### config.mk
export PLATFORM = sky130hd
export DESIGN_NAME = sram_cycle_gen
export DESIGN_NICKNAME = d
export VERILOG_FILES = /design/src/rtl/sram_pkg.sv /design/src/rtl/sram_phase_timer.sv /design/src/rtl/sram_cycle_fsm.sv /design/src/rtl/sram_rd_capture.sv /design/src/rtl/sram_cycle_gen.sv
export SDC_FILE = /design/constraint.sdc
export NUM_CORES = 1
export LEC_CHECK = 0
export ABC_AREA = 0
export BUFFER_PORTS_ARGS = -buffer_cell sky130_fd_sc_hd__buf_2
export CORE_MARGIN = 2
export CORE_UTILIZATION = 50
export DETAILED_ROUTE_END_ITERATION = 8
export HOLD_SLACK_MARGIN = 0.08
export PLACE_DENSITY_LB_ADDON = 0.25
export SETUP_SLACK_MARGIN = 0.5
export SYNTH_ARGS = -nofsm -noshare
export SYNTH_HDL_FRONTEND = slang
export SYNTH_SLANG_ARGS = --single-unit
### constraint.sdc
create_clock -name clk_i -period 2.9 [get_ports clk_i]
set_input_delay 0.58 -clock clk_i [delete_from_list [all_inputs] [get_ports clk_i]]
set_output_delay 0.58 -clock clk_i [all_outputs]
set_load 0.01 [all_outputs]
### src/rtl/sram_pkg.sv
package sram_pkg;

  typedef enum logic [2:0] {
    PH_IDLE,
    PH_SETUP,
    PH_ACT,
    PH_HOLD,
    PH_REC
  } phase_e;

  // ceil(t/clk), never below one clock
  function automatic int ns_to_clk(int t_ns, int clk_ns);
    int c;
    c = (t_ns + clk_ns - 1) / clk_ns;
    return (c < 1) ? 1 : c;
  endfunction

  function automatic int max2(int a, int b);
    return (a > b) ? a : b;
  endfunction

  // clocks still needed to reach the minimum cycle length
  function automatic int fill_to(int total, int used);
    return (total > used) ? (total - used) : 1;
  endfunction

endpackage

### src/rtl/sram_phase_timer.sv
module sram_phase_timer #(
  parameter int CNT_W = 4
) (
  input  logic             clk_i,
  input  logic             rst_ni,
  input  logic             load_i,
  input  logic [CNT_W-1:0] len_i,
  output logic             last_o
);

  logic [CNT_W-1:0] cnt_q;

  always_ff @(posedge clk_i or negedge rst_ni) begin
    if (!rst_ni) begin
      cnt_q <= '0;
    end else if (load_i) begin
      cnt_q <= len_i - 1'b1;
    end else if (cnt_q != '0) begin
      cnt_q <= cnt_q - 1'b1;
    end
  end

  assign last_o = (cnt_q == '0);

endmodule

### src/rtl/sram_cycle_fsm.sv
module sram_cycle_fsm
  import sram_pkg::*;
#(
  parameter int CNT_W    = 4,
  parameter int N_AS     = 1,
  parameter int N_RD     = 9,
  parameter int N_WP     = 7,
  parameter int N_DH     = 1,
  parameter int N_REC_WR = 1,
  parameter int N_REC_RD = 1
) (
  input  logic             clk_i,
  input  logic             rst_ni,
  input  logic             req_valid_i,
  input  logic             req_write_i,
  input  logic             pwr_good_i,
  input  logic             last_i,
  output logic             load_o,
  output logic [CNT_W-1:0] len_o,
  output logic             ready_o,
  output logic             accept_o,
  output logic             reject_o,
  output logic             ce_n_o,
  output logic             we_n_o,
  output logic             oe_n_o,
  output logic             dq_oe_o,
  output logic             capture_o
);

  phase_e ph_q, ph_d;
  logic   wr_q;

  assign ready_o  = (ph_q == PH_IDLE);
  assign accept_o = ready_o && req_valid_i && pwr_good_i;
  assign reject_o = ready_o && req_valid_i && !pwr_good_i;

  always_comb begin
    ph_d = ph_q;
    unique case (ph_q)
      PH_IDLE:  if (accept_o) ph_d = PH_SETUP;
      PH_SETUP: if (last_i) ph_d = PH_ACT;
      PH_ACT:   if (last_i) ph_d = wr_q ? PH_HOLD : PH_REC;
      PH_HOLD:  if (last_i) ph_d = PH_REC;
      PH_REC:   if (last_i) ph_d = PH_IDLE;
      default:  ph_d = PH_IDLE;
    endcase
  end

  assign load_o = (ph_d != ph_q);

  always_comb begin
    unique case (ph_d)
      PH_SETUP: len_o = CNT_W'(N_AS);
      PH_ACT:   len_o = wr_q || (ph_q == PH_IDLE && req_write_i)
                        ? CNT_W'(N_WP) : CNT_W'(N_RD);
      PH_HOLD:  len_o = CNT_W'(N_DH);
      PH_REC:   len_o = wr_q ? CNT_W'(N_REC_WR) : CNT_W'(N_REC_RD);
      default:  len_o = CNT_W'(1);
    endcase
  end

  always_ff @(posedge clk_i or negedge rst_ni) begin
    if (!rst_ni) begin
      ph_q <= PH_IDLE;
      wr_q <= 1'b0;
    end else begin
      ph_q <= ph_d;
      if (accept_o) wr_q <= req_write_i;
    end
  end

  assign ce_n_o    = !(ph_q == PH_ACT);
  assign we_n_o    = !(ph_q == PH_ACT && wr_q);
  assign oe_n_o    = !(ph_q == PH_ACT && !wr_q);
  assign dq_oe_o   = wr_q && (ph_q == PH_ACT || ph_q == PH_HOLD);
  assign capture_o = (ph_q == PH_ACT) && !wr_q && last_i;

endmodule

### src/rtl/sram_rd_capture.sv
module sram_rd_capture #(
  parameter int DATA_W = 8
) (
  input  logic              clk_i,
  input  logic              rst_ni,
  input  logic              capture_i,
  input  logic [DATA_W-1:0] dq_i,
  output logic              valid_o,
  output logic [DATA_W-1:0] data_o
);

  always_ff @(posedge clk_i or negedge rst_ni) begin
    if (!rst_ni) begin
      valid_o <= 1'b0;
      data_o  <= '0;
    end else begin
      valid_o <= capture_i;
      if (capture_i) data_o <= dq_i;
    end
  end

endmodule

### src/rtl/sram_cycle_gen.sv
module sram_cycle_gen
  import sram_pkg::*;
#(
  parameter int ADDR_W   = 19,
  parameter int DATA_W   = 8,
  parameter int CLK_NS   = 8,
  parameter int T_RC_NS  = 70,
  parameter int T_ACC_NS = 70,
  parameter int T_OE_NS  = 35,
  parameter int T_WP_NS  = 55,
  parameter int T_AS_NS  = 0,
  parameter int T_DS_NS  = 30,
  parameter int T_DH_NS  = 0,
  parameter int T_WR_NS  = 5
) (
  input  logic              clk_i,
  input  logic              rst_ni,
  input  logic              req_valid_i,
  output logic              req_ready_o,
  input  logic              req_write_i,
  input  logic [ADDR_W-1:0] req_addr_i,
  input  logic [DATA_W-1:0] req_wdata_i,
  input  logic              pwr_good_i,
  output logic              rsp_valid_o,
  output logic [DATA_W-1:0] rsp_rdata_o,
  output logic              err_o,
  output logic [ADDR_W-1:0] mem_addr_o,
  output logic              mem_ce_no,
  output logic              mem_we_no,
  output logic              mem_oe_no,
  output logic [DATA_W-1:0] mem_dq_o,
  output logic              mem_dq_oe_o,
  input  logic [DATA_W-1:0] mem_dq_i
);

  localparam int N_AS     = ns_to_clk(T_AS_NS, CLK_NS);
  localparam int N_RD     = max2(ns_to_clk(T_ACC_NS, CLK_NS), ns_to_clk(T_OE_NS, CLK_NS));
  localparam int N_WP     = max2(ns_to_clk(T_WP_NS, CLK_NS), ns_to_clk(T_DS_NS, CLK_NS));
  localparam int N_DH     = ns_to_clk(T_DH_NS, CLK_NS);
  localparam int N_RC     = ns_to_clk(T_RC_NS, CLK_NS);
  localparam int N_REC_WR = max2(ns_to_clk(T_WR_NS, CLK_NS), fill_to(N_RC, N_AS + N_WP + N_DH));
  localparam int N_REC_RD = fill_to(N_RC, N_AS + N_RD);
  localparam int N_MAX    = max2(max2(max2(N_AS, N_RD), max2(N_WP, N_DH)),
                                 max2(N_REC_WR, N_REC_RD));
  localparam int CNT_W    = $clog2(N_MAX + 1);

  logic             load, last, accept, reject, capture;
  logic [CNT_W-1:0] len;
  logic [ADDR_W-1:0] addr_q;
  logic [DATA_W-1:0] wdata_q;
  logic              err_q;

  sram_cycle_fsm #(
    .CNT_W(CNT_W), .N_AS(N_AS), .N_RD(N_RD), .N_WP(N_WP), .N_DH(N_DH),
    .N_REC_WR(N_REC_WR), .N_REC_RD(N_REC_RD)
  ) u_fsm (
    .clk_i      (clk_i),
    .rst_ni     (rst_ni),
    .req_valid_i(req_valid_i),
    .req_write_i(req_write_i),
    .pwr_good_i (pwr_good_i),
    .last_i     (last),
    .load_o     (load),
    .len_o      (len),
    .ready_o    (req_ready_o),
    .accept_o   (accept),
    .reject_o   (reject),
    .ce_n_o     (mem_ce_no),
    .we_n_o     (mem_we_no),
    .oe_n_o     (mem_oe_no),
    .dq_oe_o    (mem_dq_oe_o),
    .capture_o  (capture)
  );

  sram_phase_timer #(.CNT_W(CNT_W)) u_timer (
    .clk_i (clk_i),
    .rst_ni(rst_ni),
    .load_i(load),
    .len_i (len),
    .last_o(last)
  );

  sram_rd_capture #(.DATA_W(DATA_W)) u_cap (
    .clk_i    (clk_i),
    .rst_ni   (rst_ni),
    .capture_i(capture),
    .dq_i     (mem_dq_i),
    .valid_o  (rsp_valid_o),
    .data_o   (rsp_rdata_o)
  );

  // address and data held from acceptance to the end of the cycle
  always_ff @(posedge clk_i or negedge rst_ni) begin
    if (!rst_ni) begin
      addr_q  <= '0;
      wdata_q <= '0;
      err_q   <= 1'b0;
    end else begin
      err_q <= reject;
      if (accept) begin
        addr_q  <= req_addr_i;
        wdata_q <= req_wdata_i;
      end
    end
  end

  assign mem_addr_o = addr_q;
  assign mem_dq_o   = wdata_q;
  assign err_o      = err_q;

endmodule

After elaboration in Yosys (flattened, before gate mapping)
Cells that the tools add are included.
{"block": "word_totals", "regBits": 45, "latchBits": 0, "ram_bits": 0, "rom_bits": 0, "in_bits": 40, "out_inout_bits": 42, "wordCells": 46, "memories": 0}
{"block": "op_classes", "addsub": 2, "n_mul": 0, "n_div": 0, "order_cmp": 0, "eq_ne": 6, "shifts": 0, "muxes": 11, "bitwise_logic": 0, "reduce_logical": 19}
{"cell": "3-bit 2-to-1 mux", "count": 6}
{"cell": "4-bit 2-to-1 mux", "count": 4}
{"cell": "3-bit case mux with 5 select lines", "count": 1}
{"cell": "3-bit by 2-bit == test with 1-bit output, second input constant", "count": 3}
{"cell": "1-bit logical AND", "count": 8}
{"cell": "4-bit by 1-bit subtractor with 4-bit output, second input constant", "count": 2}
{"cell": "1-bit logical NOT", "count": 5}
{"cell": "4-bit logical NOT", "count": 1}
{"cell": "4-bit nonzero test", "count": 1}
{"cell": "3-bit by 1-bit == test with 1-bit output, second input constant", "count": 1}
{"cell": "3-bit == test, second input constant", "count": 1}
{"cell": "3-bit logical NOT", "count": 1}
{"cell": "3-bit != test", "count": 1}
{"cell": "1-bit logical OR", "count": 2}
{"cell": "2-bit nonzero test", "count": 1}

Logic depth before layout (Yosys ltp)
{"block": "logic_depth", "word_depth": 9, "mapped_depth": 8, "depth_no_buf": 7}

Cells and area by module
Synthesis repeated with hierarchy kept, for this count alone.
{"block": "hier_totals", "hier_cells": 137, "hier_area_um2": 2072.0}
{"mod": "sram_cycle_gen", "n_inst": 1, "cells_each": 58, "area_per_inst_um2": 1131.1, "seq_area_each_um2": 700.7}
{"mod": "sram_rd_capture", "n_inst": 1, "cells_each": 18, "area_per_inst_um2": 356.6, "seq_area_each_um2": 225.2}
{"mod": "sram_cycle_fsm", "n_inst": 1, "cells_each": 40, "area_per_inst_um2": 341.6, "seq_area_each_um2": 100.1}
{"mod": "sram_phase_timer", "n_inst": 1, "cells_each": 21, "area_per_inst_um2": 242.7, "seq_area_each_um2": 100.1}

Worst setup path after synthesis
No wires, ideal clock.
{"block": "synth_path", "kind": "register to register", "start": "register u_timer.cnt_q[3]", "end": "register u_timer.cnt_q[2]", "setup_ns": 0.126, "t_arrival_ns": 1.804, "t_required_ns": 2.774, "slack_ns": 0.970, "path_stages_with_launch": 6, "path_buffers": 0, "synth_period_minus_slack_ns": 1.930, "cell_sequence": "dfrtp_1 -> or4_4 -> a31oi_2 -> nor2_1 -> ha_1 -> o32a_1"}
{"block": "synth_via", "elab_chain_cells": 7, "word_cells_on_any_way": 13, "classes_between": "1 x add/sub; 2 x eq/ne; 7 x mux; 3 x reduce/logical"}
{"item": "start: declaration", "line": "sram_phase_timer.sv:11", "rtl": "logic [CNT_W-1:0] cnt_q;"}
{"item": "start signal: assignment", "line": "sram_phase_timer.sv:17", "rtl": "cnt_q <= len_i - 1'b1;"}
{"item": "start signal: assignment", "line": "sram_phase_timer.sv:19", "rtl": "cnt_q <= cnt_q - 1'b1;"}
{"item": "4-bit logical NOT", "line": "sram_phase_timer.sv:23", "rtl": "assign last_o = (cnt_q == '0);"}
{"item": "3-bit 2-to-1 mux (on tied branches)"}
{"item": "3-bit case mux with 5 select lines", "line": "sram_cycle_fsm.sv:39", "rtl": "unique case (ph_q)"}
{"item": "3-bit by 2-bit == test with 1-bit output", "line": "sram_cycle_fsm.sv:52", "rtl": "unique case (ph_d)"}
{"item": "4-bit 2-to-1 mux", "line": "sram_cycle_fsm.sv:52"}
{"item": "4-bit by 1-bit subtractor with 4-bit output", "line": "sram_phase_timer.sv:17"}
{"item": "4-bit 2-to-1 mux", "line": "sram_phase_timer.sv:16", "rtl": "end else if (load_i) begin"}
Parallel ways exist; a longest one is shown, timed or not.
A chain may end at the register's enable or synchronous reset.

Worst setup path after layout
{"block": "layout_path", "start": "register u_timer.cnt_q[2]", "end": "register u_timer.cnt_q[2]"}
The elaborated chain is that of the path after synthesis.

==> metrics.md <==
| Metric | Value |
|---|---|
| Slew Limit Headroom | `38.14%` |
| R2R Setup Slk | `760 ps` |
| Worst setup SP type | `flip-flop` |
| Grt total ovfl | `0` |
| Mean Syn Cell Area | `14.32 um2` |
| Worst Reg2Reg Path Length in Cells | `7` |
| Horiz. Die Dim | `65.96 um` |
| Synth Area in XOR/XNOR | `0%` |
| DRT iter0 DRCs | `51` |
| Most frequent cells in the layout | `81 x buf_2, 45 x dfrtp_1, 27 x mux2_1` |
| H-tree depth | `2` |
| # rows | `22` |
| Status | `completed` |
| Leakage power | `1.194 nW` |
| Final Hold Viols | `0` |
| CP Cell Sequence | `or4_4 > a31oi_2 > inv_1 > a21oi_1 > ha_1 > o31ai_1 > o32a_1` |
| Commonest non-fill, non-tap cell in the layout | `buf_2` |
| Measured slew at the worst slew-check pin | `928.0 ps` |
| Number of CTS-inserted buffers | `5` |
| Drt total wl | `3.694 mm` |
| Layout cells sized above 1 | `48.87%` |
| Cells after Synth | `134` |
| Worst EP required | `3060 ps` |
| Critical Path End | `u_timer.cnt_q[2]` |
| DR vias/cell | `5.130` |
| Final setup margin | `755.9 ps` |
| Synth cell types | `30` |
| Placement Setup Slack | `719.2 ps` |
| Die H | `65.96 um` |
| Setup TNS | `0 ps` |
| Largest net degree at the start of global routing | `46` |
| WP data arrival | `2310 ps` |
| Worst-path clk slew | `70 ps` |
| Initial antenna violation count | `0` |
| Area grow syn2layout | `26.27%` |
| Fin nets | `262` |
| Port Buf Inserts | `81` |
| DRT Pass-1 Iters | `4` |
| Hold crit path type | `in -> async` |
| Crit path from | `u_timer.cnt_q[2]` |
| GPL Wtd Cong | `0.8626` |
| Slew Limit Fails | `0` |
| Reg-to-reg startpoint | `u_timer.cnt_q[2]` |
| VDD IR-drop max | `536.0 uV` |
| Critical path class | `reg -> reg` |
| Initial core utilization | `52.04%` |
| Vias | `1,380` |
| Post-synthesis mux area share | `20.53%` |
| Min Clock Period, post-route | `2144 ps` |
| Antenna viol nets, final | `0` |
| Die area | `0.004350 mm2` |
| I/O pins | `82` |
| Leading area contributor after synthesis | `dfrtp_1` |
| CTS Sinks | `45` |
| Syn Nets | `175` |
| WL/cell | `13.73 um` |
| Terminus of the critical flop-to-flop path | `u_timer.cnt_q[2]` |
| Sequential fraction of the synthesis area | `58.67%` |
| Met2 usage | `29.80%` |
| Vias in the first global route | `1,267` |
| Core Area | `0.003689 mm2` |
| Fmax | `466.4 MHz` |
| Post-synthesis compound-gate area fraction | `6.258%` |
| Setup crit end kind | `flip-flop` |
| Synthesis-stage register bit count | `45` |
| Synth area leaders | `dfrtp_1 59%, mux2_1 16%, mux2_2 4.7%` |
| Worst Skew | `3.134 ps` |
| Drc violations | `0` |
| Final period util | `73.94%` |
| Yosys top cell area share | `58.67%` |
| Slowest cell on the critical path | `or4_4` |
| Clock Latency Late Sink | `280 ps` |
| Final-report setup violation count | `0` |
| Grt met3 use | `4.600%` |
| GR peak layer | `met2` |
| Pwr Density | `1106 mW/mm2` |
| Detail Placement HPWL | `2.845 mm` |
| CP max stage delay | `580 ps` |
| Aggregate global-route resource usage | `17.41%` |
| Synthesized area | `0.001919 mm2` |
| Count of synthesis-stage warnings from yosys | `0` |
| TritonCTS clock tree | `built` |
| Met1 Use GR | `21.02%` |
| CTS root buf | `clkbuf_8` |
| Synth Area in Simple Gates | `8.475%` |
| Largest family of logic cells by synthesized area | `multiplexers` |
| Crit Path Max Fanout | `5` |
| Post-cts sizing count | `0` |
| Fraction of the mapped netlist area in adder cells | `0.6519%` |
| First-pass GRT wire length | `5.671 mm` |
| RSZ-0062 raised after global routing | `no` |
| Ant diodes | `0` |
| Max Root-Sink Buffers | `2` |
| Max Cap Viol | `0` |
sequential cells by signal, indices dropped and copies added, names as in the netlist:
signal	cells
mem_addr_o	19
u_fsm.wr_q	1
mem_dq_o	8
err_o	1
u_cap.data_o	8
u_timer.cnt_q	4
u_cap.valid_o	1
u_fsm.ph_q	3
worst max-delay path, delay by kind of cell, from the launching register on:
kind / cells / cell delay (ps)
buffers and inverters: 1 / 70
DFF: 1 / 450
adders and majority gates: 1 / 200
and+or+nand+nor: 1 / 580
AOI/OAI and AO/OA: 4 / 730
logic make-up (layout without fill, tap and decap cells):
kind of cell,after synthesis,count (layout)
AO/OA/AOI/OAI,17,17
buffers and inverters,11,98
multiplexers,35,35
flip-flops,45,45
adder cells (fa/ha/maj),1,1
AND/OR/NAND/NOR,25,25
through the flow:
stage	utilization (%)	area [um2]	cells	total power, mW	hold slack, ps
3_5_place_dp	62.55	2307	258	2.294	471.0
2_1_floorplan	-	1919	134	1.883	284.4
5_1_grt	65.71	2424	269	2.886	499.8
3_3_place_gp	62.55	2307	258	2.227	461.4
4_1_cts	64.89	2394	265	2.663	469.0
6_report	65.71	2424	269	2.679	435.3
power by group:
| group | internal (mW) | switching [mW] | leakage, nW |
|---|---|---|---|
| clock network | 0.189 | 0.175 | 0.0443 |
| registers | 0.938 | 0.214 | 0.542 |
| logic | 0.584 | 0.580 | 0.608 |
| total | 1.71 | 0.969 | 1.19 |
how the worst min path moves through the flow:
stage	slack, ps	to
2_1_floorplan	280	err_o
3_3_place_gp	460	mem_dq_o[6]
3_5_place_dp	470	mem_dq_o[3]
4_1_cts	470	u_timer.cnt_q[2]
5_1_grt	500	mem_dq_o[7]
6_report	440	mem_addr_o[0]
cell type report:
class                           count  area (um2)
Clock buffer                        7       86.33
Tap cell                           48       60.06
Inverter                            5       18.77
Multi-Input combinational cell     78       689.4
Timing Repair Buffer               86       442.9
Fill cell                         297        1265
Sequential cell                    45        1126
Yosys cell counts, drive strengths merged:
master	count
buf	6
nor2	3
inv	5
mux2	35
a31oi	1
nand2b	3
a2111oi	1
dfrtp	45
o32a	1
or3	1
o21bai	1
a21oi	6
o22ai	1
nand3	1
nor2b	1
and3	1
or4	1
nor4	1
o31ai	2
or3b	1
nand3b	1
nand2	6
o21ai	3
nor3	4
ha	1
o32ai	1
nor3b	1
metal layers:
metal	routed length [um]	up-vias	share of wire, %
met1	1508	670	41
li1	-	645	-
met3	304	4	8.2
met4	25	0	0.68
met2	1854	61	50
met5	0	-	0
what timing repair did:
| item | 4_1_cts | 5_1_grt |
|---|---|---|
| hold buffers | 0 | 0 |
| endpoints found under the setup margin | 0 | 1 |
| setup buffers | 0 | 4 |
No activity file was read; power rests on OpenSTA's default activity.
